===== src/rtl/alu16_pkg.sv =====
package alu16_pkg;

  typedef enum logic [4:0] {
    OP_NOP  = 5'd0,
    OP_ADD  = 5'd1,
    OP_SUB  = 5'd2,
    OP_AND  = 5'd3,
    OP_OR   = 5'd4,
    OP_XOR  = 5'd5,
    OP_NOT  = 5'd6,
    OP_SHL  = 5'd7,
    OP_SHR  = 5'd8,
    OP_MOV  = 5'd9,
    OP_ADDI = 5'd10,
    OP_SUBI = 5'd11,
    OP_LDHI = 5'd12,
    OP_LDLO = 5'd13,
    OP_STC  = 5'd14
  } alu_op_e;

  // function field value that folds the stored carry/borrow in
  localparam logic [1:0] FN_WITH_CARRY = 2'b01;

endpackage


===== src/rtl/alu16_arith.sv =====
module alu16_arith
  import alu16_pkg::*;
#(
  parameter int WIDTH = 16,
  parameter int IMM_W = 5
) (
  input  alu_op_e          op,
  input  logic [1:0]       fn,
  input  logic             cin,
  input  logic [WIDTH-1:0] a,
  input  logic [WIDTH-1:0] b,
  input  logic [IMM_W-1:0] imm,
  output logic [WIDTH-1:0] res,
  output logic             cout,
  output logic             active
);
  localparam int PAD = WIDTH - IMM_W;

  // sum with carry-out in the top bit
  function automatic logic [WIDTH:0] sum_f(input logic [WIDTH-1:0] x,
                                           input logic [WIDTH-1:0] y,
                                           input logic ci);
    return {1'b0, x} + {1'b0, y} + {{WIDTH{1'b0}}, ci};
  endfunction

  // difference; top bit is 1 when a borrow was needed
  function automatic logic [WIDTH:0] diff_f(input logic [WIDTH-1:0] x,
                                            input logic [WIDTH-1:0] y,
                                            input logic bi);
    return {1'b0, x} - {1'b0, y} - {{WIDTH{1'b0}}, bi};
  endfunction

  logic [WIDTH-1:0] imm_ext;
  logic             chain;
  logic [WIDTH:0]   wide;

  assign imm_ext = {{PAD{1'b0}}, imm};
  assign chain   = (fn == FN_WITH_CARRY) & cin;

  always_comb begin
    active = 1'b1;
    unique case (op)
      OP_ADD:  wide = sum_f(a, b, chain);
      OP_SUB:  wide = diff_f(a, b, chain);
      OP_ADDI: wide = sum_f(a, imm_ext, 1'b0);
      OP_SUBI: wide = diff_f(a, imm_ext, 1'b0);
      default: begin
        wide   = '0;
        active = 1'b0;
      end
    endcase
  end

  assign res  = wide[WIDTH-1:0];
  assign cout = wide[WIDTH];

endmodule


===== src/rtl/alu16_logic.sv =====
module alu16_logic
  import alu16_pkg::*;
#(
  parameter int WIDTH = 16
) (
  input  alu_op_e            op,
  input  logic [WIDTH-1:0]   a,
  input  logic [WIDTH-1:0]   b,
  input  logic [WIDTH/2-1:0] imm8,
  output logic [WIDTH-1:0]   res,
  output logic               active,
  output logic               shift_active,
  output logic               shift_out
);
  localparam int HALF = WIDTH / 2;

  always_comb begin
    res          = '0;
    active       = 1'b1;
    shift_active = 1'b0;
    shift_out    = 1'b0;
    unique case (op)
      OP_AND:  res = a & b;
      OP_OR:   res = a | b;
      OP_XOR:  res = a ^ b;
      OP_NOT:  res = ~a;
      OP_MOV:  res = a;
      OP_SHL: begin
        res          = {a[WIDTH-2:0], 1'b0};
        shift_active = 1'b1;
        shift_out    = a[WIDTH-1];
      end
      OP_SHR: begin
        res          = {1'b0, a[WIDTH-1:1]};
        shift_active = 1'b1;
        shift_out    = a[0];
      end
      OP_LDHI: res = {imm8, a[HALF-1:0]};
      OP_LDLO: res = {a[WIDTH-1:HALF], imm8};
      default: active = 1'b0;
    endcase
  end

endmodule


===== src/rtl/alu16_flag.sv =====
module alu16_flag (
  input  logic clk,
  input  logic rst_n,
  input  logic upd,
  input  logic nxt,
  output logic carry_q
);
  always_ff @(posedge clk) begin
    if (!rst_n)   carry_q <= 1'b0;
    else if (upd) carry_q <= nxt;
  end
endmodule


===== src/rtl/alu16_carry.sv =====
module alu16_carry
  import alu16_pkg::*;
#(
  parameter int WIDTH  = 16,
  parameter int IMM_W  = 5,
  parameter int BYTE_W = WIDTH / 2
) (
  input  logic              clk,
  input  logic              rst_n,
  input  logic [4:0]        opcode,
  input  logic [1:0]        func,
  input  logic [WIDTH-1:0]  op_a,
  input  logic [WIDTH-1:0]  op_b,
  input  logic [IMM_W-1:0]  imm5,
  input  logic [BYTE_W-1:0] imm8,
  output logic [WIDTH-1:0]  result,
  output logic              wr_en,
  output logic              carry_q
);
  alu_op_e          op;
  logic [WIDTH-1:0] arith_res, logic_res;
  logic             arith_active, arith_cout;
  logic             logic_active, shift_active, shift_out;
  logic             stc_hit, flag_upd, flag_nxt;

  assign op = alu_op_e'(opcode);

  alu16_arith #(.WIDTH(WIDTH), .IMM_W(IMM_W)) u_arith (
    .op(op), .fn(func), .cin(carry_q), .a(op_a), .b(op_b), .imm(imm5),
    .res(arith_res), .cout(arith_cout), .active(arith_active)
  );

  alu16_logic #(.WIDTH(WIDTH)) u_logic (
    .op(op), .a(op_a), .b(op_b), .imm8(imm8),
    .res(logic_res), .active(logic_active),
    .shift_active(shift_active), .shift_out(shift_out)
  );

  assign stc_hit  = (op == OP_STC);
  assign flag_upd = arith_active | shift_active | stc_hit;
  assign flag_nxt = arith_active ? arith_cout : (shift_active ? shift_out : 1'b1);

  alu16_flag u_flag (
    .clk(clk), .rst_n(rst_n), .upd(flag_upd), .nxt(flag_nxt), .carry_q(carry_q)
  );

  assign wr_en  = arith_active | logic_active;
  assign result = arith_active ? arith_res : logic_res;

  // reset clears the flag
  p_reset_clear_r1: assert property (@(posedge clk) !rst_n |=> !carry_q);

  // plain add carries out exactly when the sum wrapped below op_a
  p_add_wrap_r2: assert property (@(posedge clk) disable iff (!rst_n)
    (op == OP_ADD && func != FN_WITH_CARRY) |=> carry_q == $past(result < op_a));

  // plain subtract borrows exactly when op_a < op_b
  p_sub_borrow_r3: assert property (@(posedge clk) disable iff (!rst_n)
    (op == OP_SUB && func != FN_WITH_CARRY) |=> carry_q == $past(op_a < op_b));

  // logic and move keep the flag
  p_logic_hold_r4: assert property (@(posedge clk) disable iff (!rst_n)
    (op inside {OP_AND, OP_OR, OP_XOR, OP_NOT, OP_MOV}) |=> $stable(carry_q));

  // left shift pushes the top bit into the flag
  p_shl_out_r5: assert property (@(posedge clk) disable iff (!rst_n)
    (op == OP_SHL) |=> carry_q == $past(op_a[WIDTH-1]));

  // immediate add carries out exactly when the sum wrapped
  p_addi_wrap_r6: assert property (@(posedge clk) disable iff (!rst_n)
    (op == OP_ADDI) |=> carry_q == $past(result < op_a));

  // high-byte load keeps the low byte of op_a
  p_ldhi_keep_r7: assert property (@(posedge clk) disable iff (!rst_n)
    (op == OP_LDHI) |-> result[BYTE_W-1:0] == op_a[BYTE_W-1:0]);

  // set-carry leaves the flag at 1 without a write
  p_stc_set_r8: assert property (@(posedge clk) disable iff (!rst_n)
    stc_hit |-> !wr_en ##1 carry_q);

  // idle and unused codes keep the flag
  p_idle_hold_r9: assert property (@(posedge clk) disable iff (!rst_n)
    (!wr_en && !stc_hit) |=> $stable(carry_q));

endmodule


===== config.mk =====
export PLATFORM = sky130hd
export DESIGN_NAME = alu16_carry
export DESIGN_NICKNAME = d
export VERILOG_FILES = /design/src/rtl/alu16_pkg.sv /design/src/rtl/alu16_arith.sv /design/src/rtl/alu16_logic.sv /design/src/rtl/alu16_flag.sv /design/src/rtl/alu16_carry.sv
export SDC_FILE = /design/constraint.sdc
export NUM_CORES = 1
export LEC_CHECK = 0
export BUFFER_PORTS_ARGS = -buffer_cell sky130_fd_sc_hd__clkbuf_2
export CAP_MARGIN = 5
export CELL_PAD_IN_SITES_DETAIL_PLACEMENT = 0
export CELL_PAD_IN_SITES_GLOBAL_PLACEMENT = 2
export CORE_MARGIN = 4
export CORE_UTILIZATION = 35
export DETAILED_ROUTE_END_ITERATION = 8
export PLACE_DENSITY = 0.9
export SETUP_SLACK_MARGIN = 0.02
export SYNTH_ARGS = -nofsm -noshare
export SYNTH_HDL_FRONTEND = slang
export SYNTH_SLANG_ARGS = --single-unit
export TNS_END_PERCENT = 20

===== constraint.sdc =====
create_clock -name clk -period 9.1 [get_ports clk]
set_input_delay 0.91 -clock clk [delete_from_list [all_inputs] [get_ports clk]]
set_output_delay 0.91 -clock clk [all_outputs]
set_load 0.01 [all_outputs]

# Yosys cells after proc, flatten, opt, wreduce, memory -nomap -nowiden
# Index checks and enable logic that the tools add are counted.
totals:
  input_bits: 54
  reg_bits: 1
  output_inout_bits: 18
  wordCells: 42
classes:
  n_eq_ne: 15
  n_bitwise: 8
  n_addsub: 6
  n_reduce_logical: 3
  n_mux: 9
ops:
  columns: ["op", "n"]
  rows:
  - ["$pmux W16 S9", 1]
  - ["$pmux W17 S4", 1]
  - ["$eq A5 B4 Y1 const B", 7]
  - ["$eq A5 B3 Y1 const B", 4]
  - ["$add A16 B16 Y17", 1]
  - ["$add A16 B5 Y17", 1]
  - ["$add A17 B1 Y17", 1]
  - ["$sub A16 B16 Y17", 1]
  - ["$sub A16 B5 Y17", 1]
  - ["$sub A17 B1 Y17", 1]
  - ["$and A16 B16 Y16", 1]
  - ["$mux W16", 1]
  - ["$not A16 Y16", 1]
  - ["$or A16 B16 Y16", 1]
  - ["$xor A16 B16 Y16", 1]
  - ["$eq A5 B2 Y1 const B", 2]
  - ["$reduce_or A9 Y1", 1]
  - ["$eq A5 B1 Y1 const B", 1]
  - ["$mux W1", 5]
  - ["$reduce_or A4 Y1", 1]
  - ["$or A1 B1 Y1", 3]
  - ["$eq A2 B1 Y1 const B", 1]
  - ["$pmux W1 S2", 1]
  - ["$reduce_or A2 Y1", 1]
  - ["$and A1 B1 Y1", 1]

# Logic depth before layout (Yosys ltp)
# Gate-level depths: netlist of the first run.
logic_depth:
  ltp_word: 5
  ltp_mapped: 14
  mapped_depth_nobuf: 14

# Hierarchy
# From an unflattened synthesis of the first run, not the netlist that was laid out.
hier_totals:
  cells_unflattened: 681
  hier_area_um2: 5028.6
by_module_without_submodules:
  columns: ["module", "area_per_inst_um2", "seq_area_each_um2", "cells_per_inst", "n_inst"]
  rows:
  - ["alu16_arith", 3066.7, 0.0, 434, 1]
  - ["alu16_logic", 1622.8, 0.0, 219, 1]
  - ["alu16_carry", 302.8, 0.0, 25, 1]
  - ["alu16_flag", 36.3, 20.0, 3, 1]

# Worst setup path before layout of the first run
# OpenSTA, ideal clock, no wires.
synth_timing:
  path_kind: "input -> output"
  start: "input port opcode[0]"
  end: "output port result[9]"
  path_stages: 13
  n_path_buf: 1
  arrival_time_ns: 3.641
  t_required_ns: 8.190
  setup_slack_ns: 4.549
  path_cell_list: "buf_2 -> nand2_1 -> nor3_2 -> mux2_2 -> inv_1 -> ha_1 -> nor2b_1 -> o31ai_1 -> a21oi_1 -> a31oi_1 -> xnor2_1 -> a221oi_1 -> o21ai_0"
synth_via:
  elab_chain_len: 4
  elab_cells_between_ends: 18
  cone_classes: "13 x eq/ne; 4 x mux; 1 x reduce/logical"
synth_rtl:
  columns: ["item", "line", "text"]
  rows:
  - ["start, declared", "alu16_carry.sv:10", "input logic [4:0] opcode,"]
  - ["$eq A5 B1 Y1, or another cell as far along", "alu16_arith.sv:42", "unique case (op)"]
  - ["$reduce_or A4 Y1 (no line)", null, null]
  - ["$mux W1", "alu16_arith.sv:42", null]
  - ["$mux W16 (*)", "alu16_carry.sv:48", "assign result = arith_active ? arith_res : logic_res;"]
  - ["end, declared", "alu16_carry.sv:16", "output logic [WIDTH-1:0] result,"]
# Mark *: on every way between the ends. The rest lies on a longest branch, timed or not.

# Final worst setup path of the first run
# Ends and elaborated chain as after synthesis.

==> out/metrics.cfg, run 1 <==
[setup_path]
end_kind=output port
ff2ff_path_depth=10
ff2ff_setup_slack_ps=5580
reg2reg_to=u_flag.carry_q
crit_start=opcode[0]
cp-start-kind=primary input
reg2reg_from=u_flag.carry_q
worstPathArrival_ps=4270
crit_required_ps=8190
cp_max_fo=11
crit_top_cell=clkbuf_2
setup.worst_path.class=in -> out
cp_cell_sequence=clkbuf_2, nand2_1, nor3_2, mux2_2, inv_1, ha_1, nor2b_1, o31ai_1, a21oi_1, a31oi_1, xnor2_1, a221oi_1, o21ai_0, clkbuf_2
cp_slowest_cell=nor3_2
max_stage_delay_ps=500

[pwr]
power.density_nw_per_um2=62.02
p_leak_nw=2.206
switching_power_mw=0.1678
comb_power_share_pct=98.1
peakVddDrop_mv=0.02727
internal_power_mw=0.1189
clock_power_share_pct=0
seqPwrFrac_pct=1.9
switching_share_pct=58.52

[final_layout]
syn2layout_area_growth_pct=11.40
layout-drive-gt1-share_pct=14.48
largestRegisters=u_flag.carry_q x1
final_util_pct=40.15
nets=790
largest-register=u_flag.carry_q
largest_reg_flops=1
antenna_cells=0

[status]
outcome=complete, no violations

[synthesis]
ys_types=69
syn_area_per_cell_um2=6.987
synth_common_cells=ha_1 (80), inv_1 (62), nor2_1 (57)
synth-edff-count=0
yosysMostFrequentCell=ha_1
yosysTopAreaCell=ha_1
synth_top_area_share_pct=24.12
synth.area.top_cells=ha_1 (24%), inv_1 (5.6%), nor2_1 (5.2%)
synth-seq-cells=1
synthArstFlopShare_pct=0
syn_area_um2=4150
ys_seq_area_share_pct=0.4824
syn_nets=733
ys.flop_type=dfxtp_1
ys.warnings.count=0
postSynthCellCount=594

[timing]
period_share_pct=56.87
setup_viol=0
fmax_mhz=193.2
fin_tns_setup_ps=0
skew_ps=0
slew_headroom_pct=31.37
hold_viol=0
fin_crit_ps=5176
report.final.slew_viol_count=0
worstMarginPinSlew_ps=1022
fin_hold_ws_ps=683.3
grt_setup_unrepaired=no

[worst_hold_path]
worst_hold_path.endpoint=u_flag.carry_q
min_path_cells=3
hold_path_class=reg -> reg
holdCritStartpoint=u_flag.carry_q

[floorplanning]
die_y_um=116.9
fp.coreArea_um2=11520
initial_core_util_pct=36.04
pin_count=72
rows=39
die_area_um2=13660
die_width_um=116.9

[clock_tree]
post_cts_resized=0
clk_latency_ps=0
clk_pin_slew_worst_paths_ps=0
post-cts-setup-buffer-count=0
holdBufCountCts=0

[routing]
drc=0
via_count=4726
postRouteAntennaNets=0
drt_iter0_markers=462
vias_per_cell=5.967
routedWlPerCell_um=18.82
drt_pass1_iterations=5
routed_wl_mm=14.91

[global_routing]
grt_usage_pct=21.32
grt_pass1_wl_mm=23.47
grt_max_degree=18
gr-total-overflow=0
antenna_found_initial=0
first_global_vias=4446

[place]
io_buffers=71
gp_congestion=0.9080
post-dp-hpwl_mm=11.89

[run]
maxCapViolations=0

[through the flow]
step | area, µm² | total power, mW | instances | worst slack [ps]
detailed placement | 4623 | 0.2835 | 792 | 3966
global placement | 4623 | 0.2817 | 792 | 4062
floorplan | 4150 | 0.2007 | 594 | 4549
finish | 4623 | 0.2868 | 792 | 3924
CTS | 4623 | 0.2855 | 792 | 3955
global route | 4623 | 0.3168 | 792 | 3626
[worst max path at each step]
stage	endpoint	depth (start not counted)
after floorplan	result[9]	13
after global placement	result[9]	14
after detailed placement	result[9]	14
after CTS	result[9]	14
after global routing	result[9]	14
final	result[9]	14
[layout make-up]
class	count	area, µm²
inverters	62	232.7
well taps	143	178.9
multi-input cells	509	3791
repair buffers	77	400.4
fillers	1300	6893
flip-flops and latches	1	20.02
[worst max-delay path: cells and delay by family]
kind,cells,cell delay (ps)
AOI/OAI and AO/OA,5,1360
xor gates and xnor gates,1,120
and+or+nand+nor,3,820
adders and majority gates,1,210
buffers and inverters,3,450
muxes,1,420
[placed cells by master (no fill, tap or decap), types with 6 or more instances in the layout]
master     Yosys  routed
clkbuf_2       0      71
nand2b_1       9       9
nand3_1       10      10
xnor2_1       22      22
buf_4          2       6
a21oi_1       36      36
a22oi_1        6       6
o2111ai_1      8       8
ha_1          80      80
o21a_1        11      11
a21o_1         9       9
o31ai_1        7       7
a211oi_1      10      10
nand2_1       47      47
nor2_1        57      57
o211ai_1       7       7
inv_1         62      62
a221oi_1      20      20
nor3_1        18      18
xor2_1        13      13
o21ai_0       38      38
[power groups by stage]
| stage | clock, mW | sequential [mW] | combinational (mW) |
|---|---|---|---|
| 2_1_floorplan | 0 | 0.00556 | 0.195 |
| 3_3_place_gp | 0 | 0.00567 | 0.276 |
| 3_5_place_dp | 0 | 0.00569 | 0.278 |
| 4_1_cts | 0 | 0.00573 | 0.280 |
| 5_1_grt | 0 | 0.00570 | 0.311 |
| 6_report | 0 | 0.00556 | 0.281 |
[routing by layer]
metal	wire [µm]	track usage, %
met1	6600	29.97
met2	6878	35.19
met3	1113	2.211
met4	315	4.817
met5	0	0
[cell families after synthesis]
group,count (synthesis),synth area share [%]
AOI/OAI and AO/OA,196,33.28
xor gates and xnor gates,35,7.386
adders and majority gates,85,26.53
buffers and inverters,84,8.170
DFF,1,0.4824
muxes,6,1.477
and+or+nand+nor,187,22.67
(Power assumes the default switching activity.)
==> run 2: changes to the inputs <==
- CORE_UTILIZATION: 35 -> 33
- PLACE_DENSITY: 0.9 -> 0.86
- clock period: 9.1 -> 5.1 ns (I/O delays scaled with it)
==> out/metrics.cfg, run 2 (synthesis gave the netlist of run 1 again) <==
[status]
outcome=complete, no violations

[floorplanning]
die_y_um=120.1  ; +2.8%
initial_core_util_pct=34.13  ; -1.9 points
die_area_um2=14430  ; +5.6%
fp.coreArea_um2=12160  ; +5.6%
rows=40  ; +2.6%
die_width_um=120.1  ; +2.8%
pin_count=72  ; unchanged

[pwr]
power.density_nw_per_um2=109.8  ; +77%
internal_power_mw=0.2123  ; +79%
peakVddDrop_mv=0.03660  ; +34%
seqPwrFrac_pct=2.0  ; about the same
switching_power_mw=0.2987  ; +78%
comb_power_share_pct=98.0  ; about the same
switching_share_pct=58.45  ; -0.065 points
p_leak_nw=2.206  ; unchanged
clock_power_share_pct=0  ; unchanged

[setup_path]
cp_max_fo=11  ; unchanged
cp_top_family=simple AND/OR/NAND/NOR gates
ff2ff_path_depth=10  ; unchanged
ff2ff_setup_slack_ps=1600  ; -3980 ps
reg2reg_from=u_flag.carry_q
cp_cell_sequence=clkbuf_2, nand2_1, nor3_2, mux2_2, inv_1, ha_1, nor2b_1, o31ai_1, a211oi_1, or2_2, nor2_1, mux2i_1, o211ai_1, clkbuf_2
end_kind=output port
cp-start-kind=primary input
max_stage_delay_ps=500  ; about the same
cp_slowest_cell=nor3_2
worstPathArrival_ps=3830  ; -440 ps
crit_required_ps=4590  ; -3600 ps
setup.worst_path.class=in -> out
reg2reg_to=u_flag.carry_q
crit_top_cell=clkbuf_2
timing.critical_path.buf_inv=3  ; unchanged

[routing]
via_count=4693  ; -0.70%
postRouteAntennaNets=0  ; unchanged
routedWlPerCell_um=18.60  ; -1.2%
vias_per_cell=5.744  ; -3.7%
drc=0  ; unchanged
drt_iter0_markers=457  ; -1.1%
drt_pass1_iterations=5  ; unchanged
routed_wl_mm=15.19  ; +1.9%

[final_layout]
layout_commonest_cell=ha_1
largest-register=u_flag.carry_q
syn2layout_area_growth_pct=12.15
finalInstanceArea_um2=4654  ; +0.68%
layout-drive-gt1-share_pct=14.48  ; unchanged
final_util_pct=38.27  ; -1.9 points
largest_reg_flops=1  ; unchanged
nets=790  ; unchanged
layout_common_cells=ha_1 (80), clkbuf_2 (71), inv_1 (62), nor2_1 (57), nand2_1 (47)
largestRegisters=u_flag.carry_q x1
antenna_cells=0  ; unchanged

[timing]
fin_crit_ps=4338
fin_tns_setup_ps=0  ; unchanged
fin_hold_ws_ps=696.1  ; +12.76 ps
skew_ps=0  ; unchanged
slew_headroom_pct=28.06  ; -3.3 points
grt_setup_unrepaired=no
fmax_mhz=230.5
period_share_pct=85.07
report.final.slew_viol_count=0  ; unchanged
worstMarginPinSlew_ps=1075  ; +53.56 ps
setup_viol=0  ; unchanged
hold_viol=0  ; unchanged

[global_routing]
grt_usage_pct=20.12  ; -1.2 points
grt_max_degree=18  ; unchanged
grt_pass1_wl_mm=23.83  ; +1.5%
antenna_found_initial=0  ; unchanged
first_global_vias=4562  ; +2.6%
gr-total-overflow=0  ; unchanged

[clock_tree]
holdBufCountCts=0  ; unchanged
post_cts_resized=0  ; unchanged
clk_latency_ps=0  ; unchanged
clk_pin_slew_worst_paths_ps=0  ; unchanged
post-cts-setup-buffer-count=0  ; unchanged

[worst_hold_path]
holdCritStartpoint=u_flag.carry_q
hold_path_class=reg -> reg
min_path_cells=3  ; unchanged
worst_hold_path.endpoint=u_flag.carry_q

[place]
gp_congestion=0.9336  ; +2.8%
io_buffers=71  ; unchanged
post-dp-hpwl_mm=12.05  ; +1.4%
placed_cell_area_um2=4654  ; +0.68%

[run]
maxCapViolations=0  ; unchanged

run 2: how the worst max path moves through the flow:
| stage | start | to | slack (ps) | cells past startpoint |
|---|---|---|---|---|
| finish | opcode[0] | result[13] | 760 | 14 |
| detailed placement | opcode[0] | result[9] | 780 | 14 |
| global placement | opcode[0] | result[9] | 840 | 14 |
| CTS | opcode[0] | result[9] | 750 | 14 |
| global route | opcode[0] | result[9] | 400 | 14 |
| floorplan | opcode[0] | result[9] | 1350 | 13 |
run 2: routing by layer:
| metal | track usage (%) | part of all wire, % |
|---|---|---|
| met1 | 27.47 | 45 |
| met2 | 34.14 | 46 |
| met3 | 1.838 | 6.7 |
| met4 | 4.653 | 2.8 |
| met5 | 0 | 0 |
run 2: through the flow:
stage / worst slack, ps / power, mW / instances
final: 761.5 / 0.5111 / 817
after global placement: 841.5 / 0.5031 / 817
after CTS: 753.0 / 0.5092 / 817
after detailed placement: 779.4 / 0.5059 / 817
after global routing: 401.0 / 0.5680 / 817
after floorplan: 1349 / 0.3582 / 594
run 2: power groups by stage:
stage | Combinational [mW] | Clock, mW | Sequential, mW
after floorplan | 0.348 | 0 | 0.00992
after global placement | 0.493 | 0 | 0.0101
after detailed placement | 0.496 | 0 | 0.0101
after CTS | 0.499 | 0 | 0.0102
after global routing | 0.558 | 0 | 0.0102
final | 0.501 | 0 | 0.0100
run 2: layout make-up:
type,count,area (µm²)
flip-flops and latches,1,20.02
fillers,1337,7507
inverters,62,232.7
multi-input cells,509,3791
well taps,168,210.2
repair buffers,77,400.4
run 2: worst reg2reg max path: cells and delay by family (launching register included):
kind                       cells  cell delay (ps)
DFF                            1              370
adders and majority gates      2              930
and+or+nand+nor                3              830
xor gates and xnor gates       1              160
AOI/OAI and AO/OA              4             1070
